<file path="src/rtl/bell_pkg.sv">
package bell_pkg;

  localparam int DATA_W = 32;
  localparam int FIELD_W = 16;

  typedef enum logic [1:0] {
    SEL_MASK   = 2'd0,
    SEL_STATUS = 2'd1,
    SEL_IDENT  = 2'd2,
    SEL_BELL   = 2'd3
  } regSel_e;

  typedef struct packed {
    logic wrMask;     // load mask word
    logic rdStatus;   // status read: clear after this edge
    logic setStatus;  // pin-mode incoming event
    logic bellFire;   // accepted doorbell write
    logic bellDrop;   // rejected doorbell write
    logic msgFire;    // in-range message-mode incoming event
  } bellStrb_t;

endpackage

</file>
<file path="src/rtl/bell_ctrl.sv">
module bell_ctrl
  import bell_pkg::*;
#(
  parameter int NUM_VEC = 4
) (
  input  logic               clk,
  input  logic               rstN,
  input  logic               msgMode,
  input  logic [1:0]         busWordSel,
  input  logic               busWrEn,
  input  logic               busRdEn,
  input  logic [FIELD_W-1:0] bellVec,
  input  logic               inValid,
  input  logic [FIELD_W-1:0] inVector,
  output bellStrb_t          strb
);

  localparam logic [FIELD_W:0] VEC_LIMIT = (FIELD_W+1)'(NUM_VEC);

  regSel_e sel;
  logic    bellWrite;
  logic    bellInRange;
  logic    inInRange;

  assign sel         = regSel_e'(busWordSel);
  assign bellWrite   = busWrEn && (sel == SEL_BELL);
  assign bellInRange = {1'b0, bellVec} < VEC_LIMIT;
  assign inInRange   = {1'b0, inVector} < VEC_LIMIT;

  always_comb begin
    strb           = '0;
    strb.wrMask    = busWrEn && (sel == SEL_MASK);
    strb.rdStatus  = busRdEn && (sel == SEL_STATUS);
    strb.setStatus = inValid && !msgMode;
    strb.msgFire   = inValid && msgMode && inInRange;
    // pin mode: low field is don't-care, any write goes out
    strb.bellFire  = bellWrite && (!msgMode || bellInRange);
    strb.bellDrop  = bellWrite && msgMode && !bellInRange;
  end

  AST_FIRE_XOR_DROP: assert property (@(posedge clk) disable iff (!rstN)
    !(strb.bellFire && strb.bellDrop));

endmodule

</file>
<file path="src/rtl/bell_dpath.sv">
module bell_dpath
  import bell_pkg::*;
#(
  parameter int NUM_VEC = 4
) (
  input  logic               clk,
  input  logic               rstN,
  input  logic               msgMode,
  input  bellStrb_t          strb,
  input  logic [1:0]         busWordSel,
  input  logic [DATA_W-1:0]  busWdata,
  input  logic [FIELD_W-1:0] inVector,
  input  logic               devReady,
  input  logic [FIELD_W-1:0] selfId,
  output logic [DATA_W-1:0]  busRdata,
  output logic               outValid,
  output logic [FIELD_W-1:0] outDestId,
  output logic [FIELD_W-1:0] outVector,
  output logic               irqPin,
  output logic [NUM_VEC-1:0] msgIrq,
  output logic               dropErr
);

  logic [DATA_W-1:0] maskQ;
  logic              statusQ;
  logic              errQ;
  logic              outValidQ;
  logic [FIELD_W-1:0] destQ;
  logic [FIELD_W-1:0] vecQ;
  logic [NUM_VEC-1:0] pulseQ;

  // mask word: all bits stored, only bit 0 gates the pin
  always_ff @(posedge clk) begin
    if (!rstN)            maskQ <= '0;
    else if (strb.wrMask) maskQ <= busWdata;
  end

  // status flag: incoming event wins over clear-on-read
  always_ff @(posedge clk) begin
    if (!rstN)               statusQ <= 1'b0;
    else if (strb.setStatus) statusQ <= 1'b1;
    else if (strb.rdStatus)  statusQ <= 1'b0;
  end

  always_ff @(posedge clk) begin
    if (!rstN)              errQ <= 1'b0;
    else if (strb.bellDrop) errQ <= 1'b1;
  end

  // outgoing doorbell event
  always_ff @(posedge clk) begin
    if (!rstN) begin
      outValidQ <= 1'b0;
      destQ     <= '0;
      vecQ      <= '0;
    end else begin
      outValidQ <= strb.bellFire;
      if (strb.bellFire) begin
        destQ <= busWdata[DATA_W-1:FIELD_W];
        vecQ  <= busWdata[FIELD_W-1:0];
      end
    end
  end

  // per-vector message pulses
  for (genvar gi = 0; gi < NUM_VEC; gi++) begin : g_vec
    always_ff @(posedge clk) begin
      if (!rstN) pulseQ[gi] <= 1'b0;
      else       pulseQ[gi] <= strb.msgFire && (inVector == FIELD_W'(gi));
    end
  end

  always_comb begin
    unique case (regSel_e'(busWordSel))
      SEL_MASK:   busRdata = maskQ;
      SEL_STATUS: busRdata = {{(DATA_W-1){1'b0}}, statusQ};
      SEL_IDENT:  busRdata = devReady ? {{(DATA_W-FIELD_W){1'b0}}, selfId} : '1;
      default:    busRdata = '0;
    endcase
  end

  assign irqPin    = !msgMode && maskQ[0] && statusQ;
  assign outValid  = outValidQ;
  assign outDestId = destQ;
  assign outVector = vecQ;
  assign msgIrq    = pulseQ;
  assign dropErr   = errQ;

  AST_STATUS_SET: assert property (@(posedge clk) disable iff (!rstN)
    strb.setStatus |=> (busRdata == 32'd1 || regSel_e'(busWordSel) != SEL_STATUS) && statusQ);
  AST_STATUS_CLEAR: assert property (@(posedge clk) disable iff (!rstN)
    (strb.rdStatus && !strb.setStatus) |=> !statusQ);
  AST_NO_STRAY_OUT: assert property (@(posedge clk) disable iff (!rstN)
    !strb.bellFire |=> !outValid);
  AST_ERR_STICKY: assert property (@(posedge clk) disable iff (!rstN)
    dropErr |=> dropErr);
  AST_ONE_PULSE: assert property (@(posedge clk) disable iff (!rstN)
    $onehot0(msgIrq));
  AST_MSG_NO_STATUS: assert property (@(posedge clk) disable iff (!rstN)
    (msgMode && !strb.rdStatus) |=> $stable(statusQ));

endmodule

</file>
<file path="src/rtl/bell_regblock.sv">
module bell_regblock
  import bell_pkg::*;
#(
  parameter int NUM_VEC = 4
) (
  input  logic               clk,
  input  logic               rstN,
  input  logic               msgMode,
  input  logic               devReady,
  input  logic [15:0]        selfId,
  input  logic [1:0]         busWordSel,
  input  logic               busWrEn,
  input  logic               busRdEn,
  input  logic [31:0]        busWdata,
  output logic [31:0]        busRdata,
  output logic               outValid,
  output logic [15:0]        outDestId,
  output logic [15:0]        outVector,
  input  logic               inValid,
  input  logic [15:0]        inVector,
  output logic               irqPin,
  output logic [NUM_VEC-1:0] msgIrq,
  output logic               dropErr
);

  bellStrb_t strb;

  bell_ctrl #(.NUM_VEC(NUM_VEC)) u_ctrl (
    .clk        (clk),
    .rstN       (rstN),
    .msgMode    (msgMode),
    .busWordSel (busWordSel),
    .busWrEn    (busWrEn),
    .busRdEn    (busRdEn),
    .bellVec    (busWdata[FIELD_W-1:0]),
    .inValid    (inValid),
    .inVector   (inVector),
    .strb       (strb)
  );

  bell_dpath #(.NUM_VEC(NUM_VEC)) u_dpath (
    .clk        (clk),
    .rstN       (rstN),
    .msgMode    (msgMode),
    .strb       (strb),
    .busWordSel (busWordSel),
    .busWdata   (busWdata),
    .inVector   (inVector),
    .devReady   (devReady),
    .selfId     (selfId),
    .busRdata   (busRdata),
    .outValid   (outValid),
    .outDestId  (outDestId),
    .outVector  (outVector),
    .irqPin     (irqPin),
    .msgIrq     (msgIrq),
    .dropErr    (dropErr)
  );

endmodule

</file>
<file path="config.mk">
export PLATFORM = sky130hd
export DESIGN_NAME = bell_regblock
export DESIGN_NICKNAME = d
export VERILOG_FILES = /design/src/rtl/bell_pkg.sv /design/src/rtl/bell_ctrl.sv /design/src/rtl/bell_dpath.sv /design/src/rtl/bell_regblock.sv
export SDC_FILE = /design/constraint.sdc
export NUM_CORES = 1
export LEC_CHECK = 0
export ABC_AREA = 1
export BUFFER_PORTS_ARGS = -buffer_cell sky130_fd_sc_hd__buf_2
export CORE_MARGIN = 2
export CORE_UTILIZATION = 45
export DETAILED_ROUTE_END_ITERATION = 8
export GPL_TIMING_DRIVEN = 0
export PLACE_DENSITY = 0.73
export SKIP_LAST_GASP = 1
export SLEW_MARGIN = 15
export SYNTH_ARGS = -nofsm -noshare
export SYNTH_HDL_FRONTEND = slang
export SYNTH_SLANG_ARGS = --single-unit
</file>
<file path="constraint.sdc">
create_clock -name clk -period 1.25 [get_ports clk]
set_input_delay 0.1875 -clock clk [delete_from_list [all_inputs] [get_ports clk]]
set_output_delay 0.1875 -clock clk [all_outputs]
set_load 0.005 [all_outputs]
</file>
==> results of run 1 <==
-- tightest hold or removal path, cell delays in order --
cell and delay, ns:
buf_2 0.08, inv_1 0.04, a21oi_1 0.10
-- layer usage --
layer	vias to the layer above	wire length, um	part of all wire (%)
met4	0	172	1.8
met3	14	629	6.7
met1	1573	4100	43
met5	-	0	0
li1	1803	-	-
met2	142	4540	48
-- repair_timing --
item	4_1_cts	5_1_grt
gates resized for setup	12	28
cloned	0	0
setup buffers	1	1
hold endpoints to repair	0	0
setup endpoints to repair	32	53
pin swaps	1	3
-- flip-flops by register name, summed over array words and instances, names as in the netlist --
| register | flops |
|---|---|
| u_dpath.msgIrq | 4 |
| u_dpath.outDestId | 16 |
| u_dpath.maskQ | 32 |
| u_dpath.outVector | 16 |
| u_dpath.dropErr | 1 |
| u_dpath.statusQ | 1 |
| u_dpath.outValid | 1 |
-- power groups by stage --
stage,Combinational [mW],Clock [mW],Sequential (mW)
final,0.714,1.50,2.40
after global routing,0.802,1.65,2.41
after floorplan,0.356,0,2.44
after CTS,0.694,1.54,2.40
after detailed placement,0.679,0,2.45
after global placement,0.667,0,2.44
-- stage by stage --
stage               std cells  setup WS (ns)  hold slack [ns]  total power [mW]  TNS, ns
global route              702        -0.0127           0.0998              4.86  -0.0460
CTS                       701        -0.0126            0.101              4.63  -0.0126
finish                    702         0.0365            0.108              4.62        0
floorplan                 464          0.155            0.331              2.80        0
detailed placement        687         -0.464            0.446              3.13   -21.53
global placement          687         -0.444            0.439              3.11   -18.49
-- Yosys cell counts, drive strengths merged --
master | number | area [um^2]
a21oi | 65 | 325
buf | 18 | 105
nand2 | 109 | 409
o21ai | 49 | 245
nor2 | 56 | 213
and3 | 1 | 6.26
or2 | 1 | 6.26
nor4 | 1 | 6.26
inv | 40 | 150
clkbuf | 15 | 56.3
dfxtp | 71 | 1420
a31oi | 1 | 6.26
o211ai | 1 | 7.51
nand3 | 35 | 175
nand3b | 1 | 7.51
-- logic make-up after synthesis --
family,Yosys count,share of synthesized area [%]
AND/OR/NAND/NOR,204,26.2
buffers and inverters,73,9.92
flip-flops,71,45.3
AO/OA/AOI/OAI,116,18.6
-- worst max path at each step --
| stage | startpoint | slack [ns] | end |
|---|---|---|---|
| after floorplan | busWordSel[1] | 0.16 | busRdata[16] |
| after CTS | busWordSel[1] | -0.01 | busRdata[16] |
| after global routing | busWdata[8] | -0.01 | u_dpath.outVector[13] |
| after global placement | busWordSel[1] | -0.44 | busRdata[16] |
| final | devReady | 0.04 | busRdata[14] |
| after detailed placement | busWordSel[1] | -0.46 | busRdata[16] |
-- final cells by class --
cell class	instances	area, um^2
fillers	671	2560
multi-input cells	320	1430
flip-flops and latches	71	1420
repair buffers	145	734
plain buffers	33	198
inverters	40	154
clock buffers	11	141
well taps	80	100
clock inverters	2	10.0
==> impl_metrics.toml, run 1 <==
[pwr]
sw_frac_of_total_pct = 26.4
cellLeakagePower_nw = 2.26
p_switching_mw = 1.22
power.internal_mw = 3.40
p_comb_share_pct = 15.5
p_per_area_nw_per_um2 = 1100
power.share.clock_pct = 32.6
ir_worst_vdd_v = 0.000680
p_seq_share_pct = 52.0

[critical_path]
worstPathArrival_ns = 1.03
path_max_fanout = 6
slowest_stage = "buf_4"
rr_worst_depth = 2
critical_path.endpoint_type = "output pin"
worstReg2RegEnd = "u_dpath.maskQ[1]"
reg2reg_from = "u_dpath.maskQ[1]"
r2r_slack_ns = 0.54
path_class = "input port to output pin"
crit_top_cell = "buf_2"
cp_top_family = "buffers and inverters"
path_cells = "buf_2 > clkinvlp_4 > buf_4 > o21ai_0 > nand2_1 > buf_2"
cp_num_buf_inv = 4
crit_cells = 6
slowest_delay_ns = 0.18
required_ns = 1.06
start_kind = "input port"

[hold_path]
worstHoldStart = "busWdata[18]"
hold_depth = 3
hp-class = "input port to flop"
hold_path_end = "u_dpath.maskQ[18]"

[floorplanning]
core_area_um2 = 6760
die_y_um = 87.5
initial_core_util_pct = 46.5
pin_count = 144
die_x_um = 87.5
die_area_um2 = 7660
rows = 30

[sta]
fin_crit_sh_pct = 97.1
hold_viol = 0
min_period_ns = 1.21
setup_viol = 0
max_freq_mhz = 824
drv_slew = 0
fin_skew_ns = 0
rsz0062_at_grt = "yes"
relSlewSlack_pct = 67.3
worst_pin_slew_ns = 0.491

[cells_and_area]
insertedDiodeCount = 0
final_core_utilization_pct = 62.1
layout-drive-gt1-share_pct = 30.5
final_area_um2 = 4200
layout_commonest_cell = "buf_2"
area_growth_pct = 33.6
nets = 693
layout_common_cells = "buf_2, nand2_1, dfxtp_1"

[synth]
ys_seq_area_share_pct = 45.3
ys_types = 19
yosysWarnings = 0
synth.net_count = 537
avgSynthCellArea_um2 = 6.77
ys_ff_latch = 71
synth_cells = 464
synth_area_um2 = 3140

[clock_tree]
cts_sinks = 71
cts_hold_buf = 0
cts_buffers = 9
clk_pin_slew_ns = 0.07
htree_levels = 3
cts_tree = "built"
clock_latency_ns = 0.33
root_buffer = "clkbuf_8"
cts_max_path_buffers = 2

[detailed_routing]
drt-pass1-iter-count = 4
routedWlPerCell_um = 13.5
drt_wl_total_mm = 9.45
drc = 0
drt-initial-drc-count = 149
vias = 3532
vias_per_cell = 5.03
ant_nets = 0

[global_route]
grt_start_max_net_pins = 11
met2_usage_pct = 42.9
track_usage_pct = 24.7
antenna_found_initial = 0
first_global_vias = 3250
use_met1_pct = 30.4
grt_overflow = 0
grt_use_met3_pct = 6.03
grt_pass1_wl_mm = 14.9
gr-max-usage-layer = "met2"

[placement]
hpwl_mm = 7.13
postPlaceCellArea_um2 = 3960
numPortBuffers = 143
gp_congestion = 0.809

[run]
maxCapViolations = 0

[outcome]
status = "finished clean"
No activity file was read; power rests on OpenSTA's default activity.
==> run 2, diff against run 1 <==
GPL_TIMING_DRIVEN = unset   (was 0)
clock period = 1.3 ns   (was 1.25 ns; I/O delays follow)
==> run 2 against run 1 <==
Clock power hardly changed. Final area is 0.42% higher. Global-route usage is 2.4 points lower. Utilization is 0.26 points higher. Sequential cell count stayed put. Combinational power is 6.0% lower. Worst setup slack better by 0.053 ns. Clock skew stayed put. Non-clock buffer count is 12 lower. Via count is 2.8% lower. Critical path depth is 3 lower. Sequential power is 4% lower. Critical endpoint is now busRdata[0]. Largest cell class is now flip-flops and latches.
==> impl_metrics.toml, run 2 (synthesis results as in run 1) <==
[outcome]
status = "finished clean"

[floorplanning]
die_y_um = 87.5
rows = 30
core_area_um2 = 6760
die_x_um = 87.5
pin_count = 144
initial_core_util_pct = 46.5
die_area_um2 = 7660

[clock_tree]
cts_max_path_buffers = 2
cts_tree = "built"
cts_buffers = 9
htree_levels = 3
clock_latency_ns = 0.33
cts_sinks = 71
clk_pin_slew_ns = 0.07
cts_hold_buf = 0
root_buffer = "clkbuf_8"

[placement]
numPortBuffers = 143
hpwl_mm = 6.27
dp_cells = 675
gp_congestion = 0.839

[pwr]
p_switching_mw = 1.15
power.share.clock_pct = 33.7
p_seq_share_pct = 51.4
power.internal_mw = 3.34
p_per_area_nw_per_um2 = 1070
p_comb_share_pct = 14.9
total_power_mw = 4.49
sw_frac_of_total_pct = 25.6
cellLeakagePower_nw = 2.26
ir_worst_vdd_v = 0.000578

[detailed_routing]
drc = 0
drt_wl_total_mm = 8.63
vias = 3433
routedWlPerCell_um = 12.5
ant_nets = 0
drt-pass1-iter-count = 5
drt-initial-drc-count = 114
vias_per_cell = 4.97

[hold_path]
hp-class = "input port to flop"
worstHoldStart = "busWdata[21]"
hold_depth = 3

[sta]
fin_crit_sh_pct = 93.1
hold_ws_ns = 0.118
setup_viol = 0
rsz0062_at_grt = "no"
relSlewSlack_pct = 78.6
max_freq_mhz = 826
worst_pin_slew_ns = 0.318
min_period_ns = 1.21
hold_viol = 0
fin_skew_ns = 0
drv_slew = 0
fin_tns_setup_ns = 0

[critical_path]
start_kind = "flop"
rr_worst_depth = 2
slowest_delay_ns = 0.33
path_max_fanout = 2
critical_path.endpoint_type = "output pin"
reg2reg_from = "u_dpath.maskQ[5]"
cp_top_family = "flip-flops"
crit_cells = 3
worstPathArrival_ns = 1.02
r2r_slack_ns = 0.62
cp_num_buf_inv = 2
path_cells = "inv_1 > o211ai_1 > buf_2"
required_ns = 1.11
path_class = "flop to output pin"
slowest_stage = "dfxtp_1"
startpoint = "u_dpath.maskQ[0]"

[global_route]
first_global_vias = 3091
grt_overflow = 0
antenna_found_initial = 0
track_usage_pct = 22.3
grt_pass1_wl_mm = 13.5
grt_start_max_net_pins = 51

[cells_and_area]
layout_common_cells = "buf_2, nand2_1, dfxtp_1"
largest_register_ffs = 32
final_core_utilization_pct = 62.4
fillers = 633
final_cells = 691
top_register = "u_dpath.maskQ"
layout-drive-gt1-share_pct = 30.3
insertedDiodeCount = 0
layout_commonest_cell = "buf_2"
area_growth_pct = 34.1
nets = 681

[run]
maxCapViolations = 0
run 2: per-stage QoR:
stage / setup WS [ns] / cell area (um^2)
2_1_floorplan: 0.190 / 3140
6_report: 0.0899 / 4210
3_5_place_dp: -0.157 / 4010
3_3_place_gp: -0.0985 / 4010
4_1_cts: 0.0295 / 4200
5_1_grt: 0.000866 / 4210
run 2: tightest hold or removal path, stage by stage:
cell and delay (ns):
buf_2 0.09, inv_1 0.06, a21oi_1 0.06
run 2: power groups by stage:
stage	Combinational [mW]	Sequential, mW	Clock [mW]
detailed placement	0.658	2.35	0
global route	0.758	2.32	1.66
CTS	0.671	2.31	1.56
global placement	0.646	2.35	0
floorplan	0.342	2.35	0
finish	0.671	2.31	1.51
run 2: path summary, 6_finish.rpt:
check                 endpoint
max reg2reg   u_dpath.maskQ[5]
min          u_dpath.maskQ[21]
max                busRdata[0]
min reg2reg   u_dpath.maskQ[8]
run 2: cell type report:
cell class	instances	area [um^2]	share of cell area [%]
Sequential cell	71	1420	33.7
Multi-Input combinational cell	320	1420	33.7
Inverter	40	154	3.65
Clock inverter	1	5.00	0.119
Tap cell	80	100	2.38
Timing Repair Buffer	166	955	22.7
Clock buffer	13	159	3.77
run 2: timing repair:
| item | CTS | global route |
|---|---|---|
| gates resized for setup | 1 | 3 |
| endpoints found under the setup margin | 9 | 27 |
| buffers inserted | 2 | 0 |
| gates cloned | 0 | 0 |
run 2: metal layers:
metal  vias up  wire, um  global-route usage, %
met2       115      4110                   36.9
met4         0       208                   11.9
met1      1529      3810                   27.4
li1       1772         -                      -
met5         -         0                      0
met3        17       503                   4.24
==> run 3, diff against run 2 <==
ABC_CLOCK_PERIOD_IN_PS = 1300   (was unset)
CORE_MARGIN = unset   (was 2)
==> run 3 against run 2 <==
Worst hold slack worse by 0.016 ns. Non-clock buffer count stayed put. Sequential cell count stayed put. Total power is 6.7% higher. Count of clock-buffer cells in the layout is 2 lower. Die area is 4.5% lower. Routed wire length is 0.23% higher. Final cell count is 0.29% higher. Combinational power is 2% higher. Utilization is 1.2 points higher. Critical endpoint unchanged.
==> impl_metrics.toml, run 3 (synthesis results as in run 1) <==
[sta]
worst_pin_slew_ns = 0.317
max_freq_mhz = 809
setup_ws_ns = 0.0646
hold_ws_ns = 0.102
fin_skew_ns = 0
hold_viol = 0
fin_crit_sh_pct = 95.0
rsz0062_at_grt = "yes"
min_period_ns = 1.24
drv_slew = 0
setup_viol = 0
relSlewSlack_pct = 78.7

[pwr]
power.internal_mw = 3.57
sw_frac_of_total_pct = 25.6
p_switching_mw = 1.23
p_comb_share_pct = 14.3
cellLeakagePower_nw = 2.29
power.share.clock_pct = 37.6
p_seq_share_pct = 48.1
total_power_mw = 4.79
p_per_area_nw_per_um2 = 1120
ir_worst_vdd_v = 0.000774

[clock_tree]
clk_pin_slew_ns = 0.08
htree_levels = 3
clock_latency_ns = 0.33
cts_hold_buf = 0
root_buffer = "clkbuf_8"
cts_tree = "built"
cts_max_path_buffers = 2
cts_buffers = 9
cts_sinks = 71

[global_route]
grt_pass1_wl_mm = 13.7
grt_start_max_net_pins = 35
track_usage_pct = 23.5
antenna_found_initial = 0
first_global_vias = 3100
grt_overflow = 0

[critical_path]
slowest_delay_ns = 0.34
cp_num_buf_inv = 2
path_class = "flop to output pin"
rr_worst_depth = 2
path_cells = "inv_1 > o211ai_1 > buf_2"
required_ns = 1.11
path_max_fanout = 2
worstPathArrival_ns = 1.04
cp_top_family = "flip-flops"
critical_path.endpoint_type = "output pin"
slowest_stage = "dfxtp_1"
start_kind = "flop"
crit_cells = 3

[detailed_routing]
drc = 0
vias_per_cell = 4.96
drt-initial-drc-count = 165
drt-pass1-iter-count = 4
drt_wl_total_mm = 8.65
vias = 3436
ant_nets = 0
routedWlPerCell_um = 12.5

[floorplanning]
initial_core_util_pct = 46.5
die_area_um2 = 7320
die_y_um = 85.5
die_x_um = 85.5
rows = 30
pin_count = 144
core_area_um2 = 6760

[cells_and_area]
final_cells = 693
area_growth_pct = 36.7
layout_common_cells = "buf_2, nand2_1, dfxtp_1"
nets = 681
insertedDiodeCount = 0
layout-drive-gt1-share_pct = 30.7
top_register = "u_dpath.maskQ"
layout_commonest_cell = "buf_2"
largest_register_ffs = 32

[outcome]
status = "finished clean"

[placement]
dp_slack_ns = -0.0884
gp_congestion = 0.799
hpwl_mm = 6.24
dp_cells = 677
numPortBuffers = 143

[run]
maxCapViolations = 0

[hold_path]
hold_depth = 3
hp-class = "input port to flop"
-- run 3: power groups by stage --
stage	logic [mW]	registers, mW	clock network, mW
global route	0.764	2.32	1.93
CTS	0.683	2.31	1.83
finish	0.684	2.31	1.80
floorplan	0.342	2.35	0
detailed placement	0.681	2.35	0
global placement	0.668	2.35	0
-- run 3: final timing paths --
check / slack (ns) / startpoint / endpoint
worst max-delay path: 0.06 / u_dpath.maskQ[0] / busRdata[0]
worst min-delay path: 0.10 / inVector[0] / u_dpath.msgIrq[3]
worst max register to register: 0.60 / u_dpath.maskQ[10] / u_dpath.maskQ[10]
worst min register to register: 0.47 / u_dpath.dropErr / u_dpath.dropErr
-- run 3: worst reg2reg max path, cell delays in order, from the launching register on --
cell and delay (ns):
dfxtp_1 0.32, o21ai_0 0.22, a21oi_1 0.06
-- run 3: cell type report --
type	count	area [um^2]
fill	651	2460
clock buffer	11	151
sequential	71	1420
inverter	40	150
timing repair buffer	166	996
multi-input combinational	320	1420
clock inverter	5	56.3
tap	80	100
-- run 3: timing repair --
item	in CTS	in global routing
endpoints found under the setup margin	0	11
resized for setup	0	4
setup buffers	0	0
-- run 3: stage by stage --
stage,util (%),setup TNS (ns),area (um^2)
6_report,63.6,0,4290
5_1_grt,63.6,-0.00326,4290
4_1_cts,63.3,0,4280
3_5_place_dp,60.3,-1.96,4070
2_1_floorplan,-,0,3140
3_3_place_gp,60.3,-1.15,4070
-- run 3: per-layer routing --
metal	GRT usage [%]	vias to the layer above	share of wire (%)
met2	42.3	123	49
met5	0	-	0
met4	10.0	0	1.8
met3	5.00	13	6.7
li1	-	1777	-
met1	27.0	1523	43
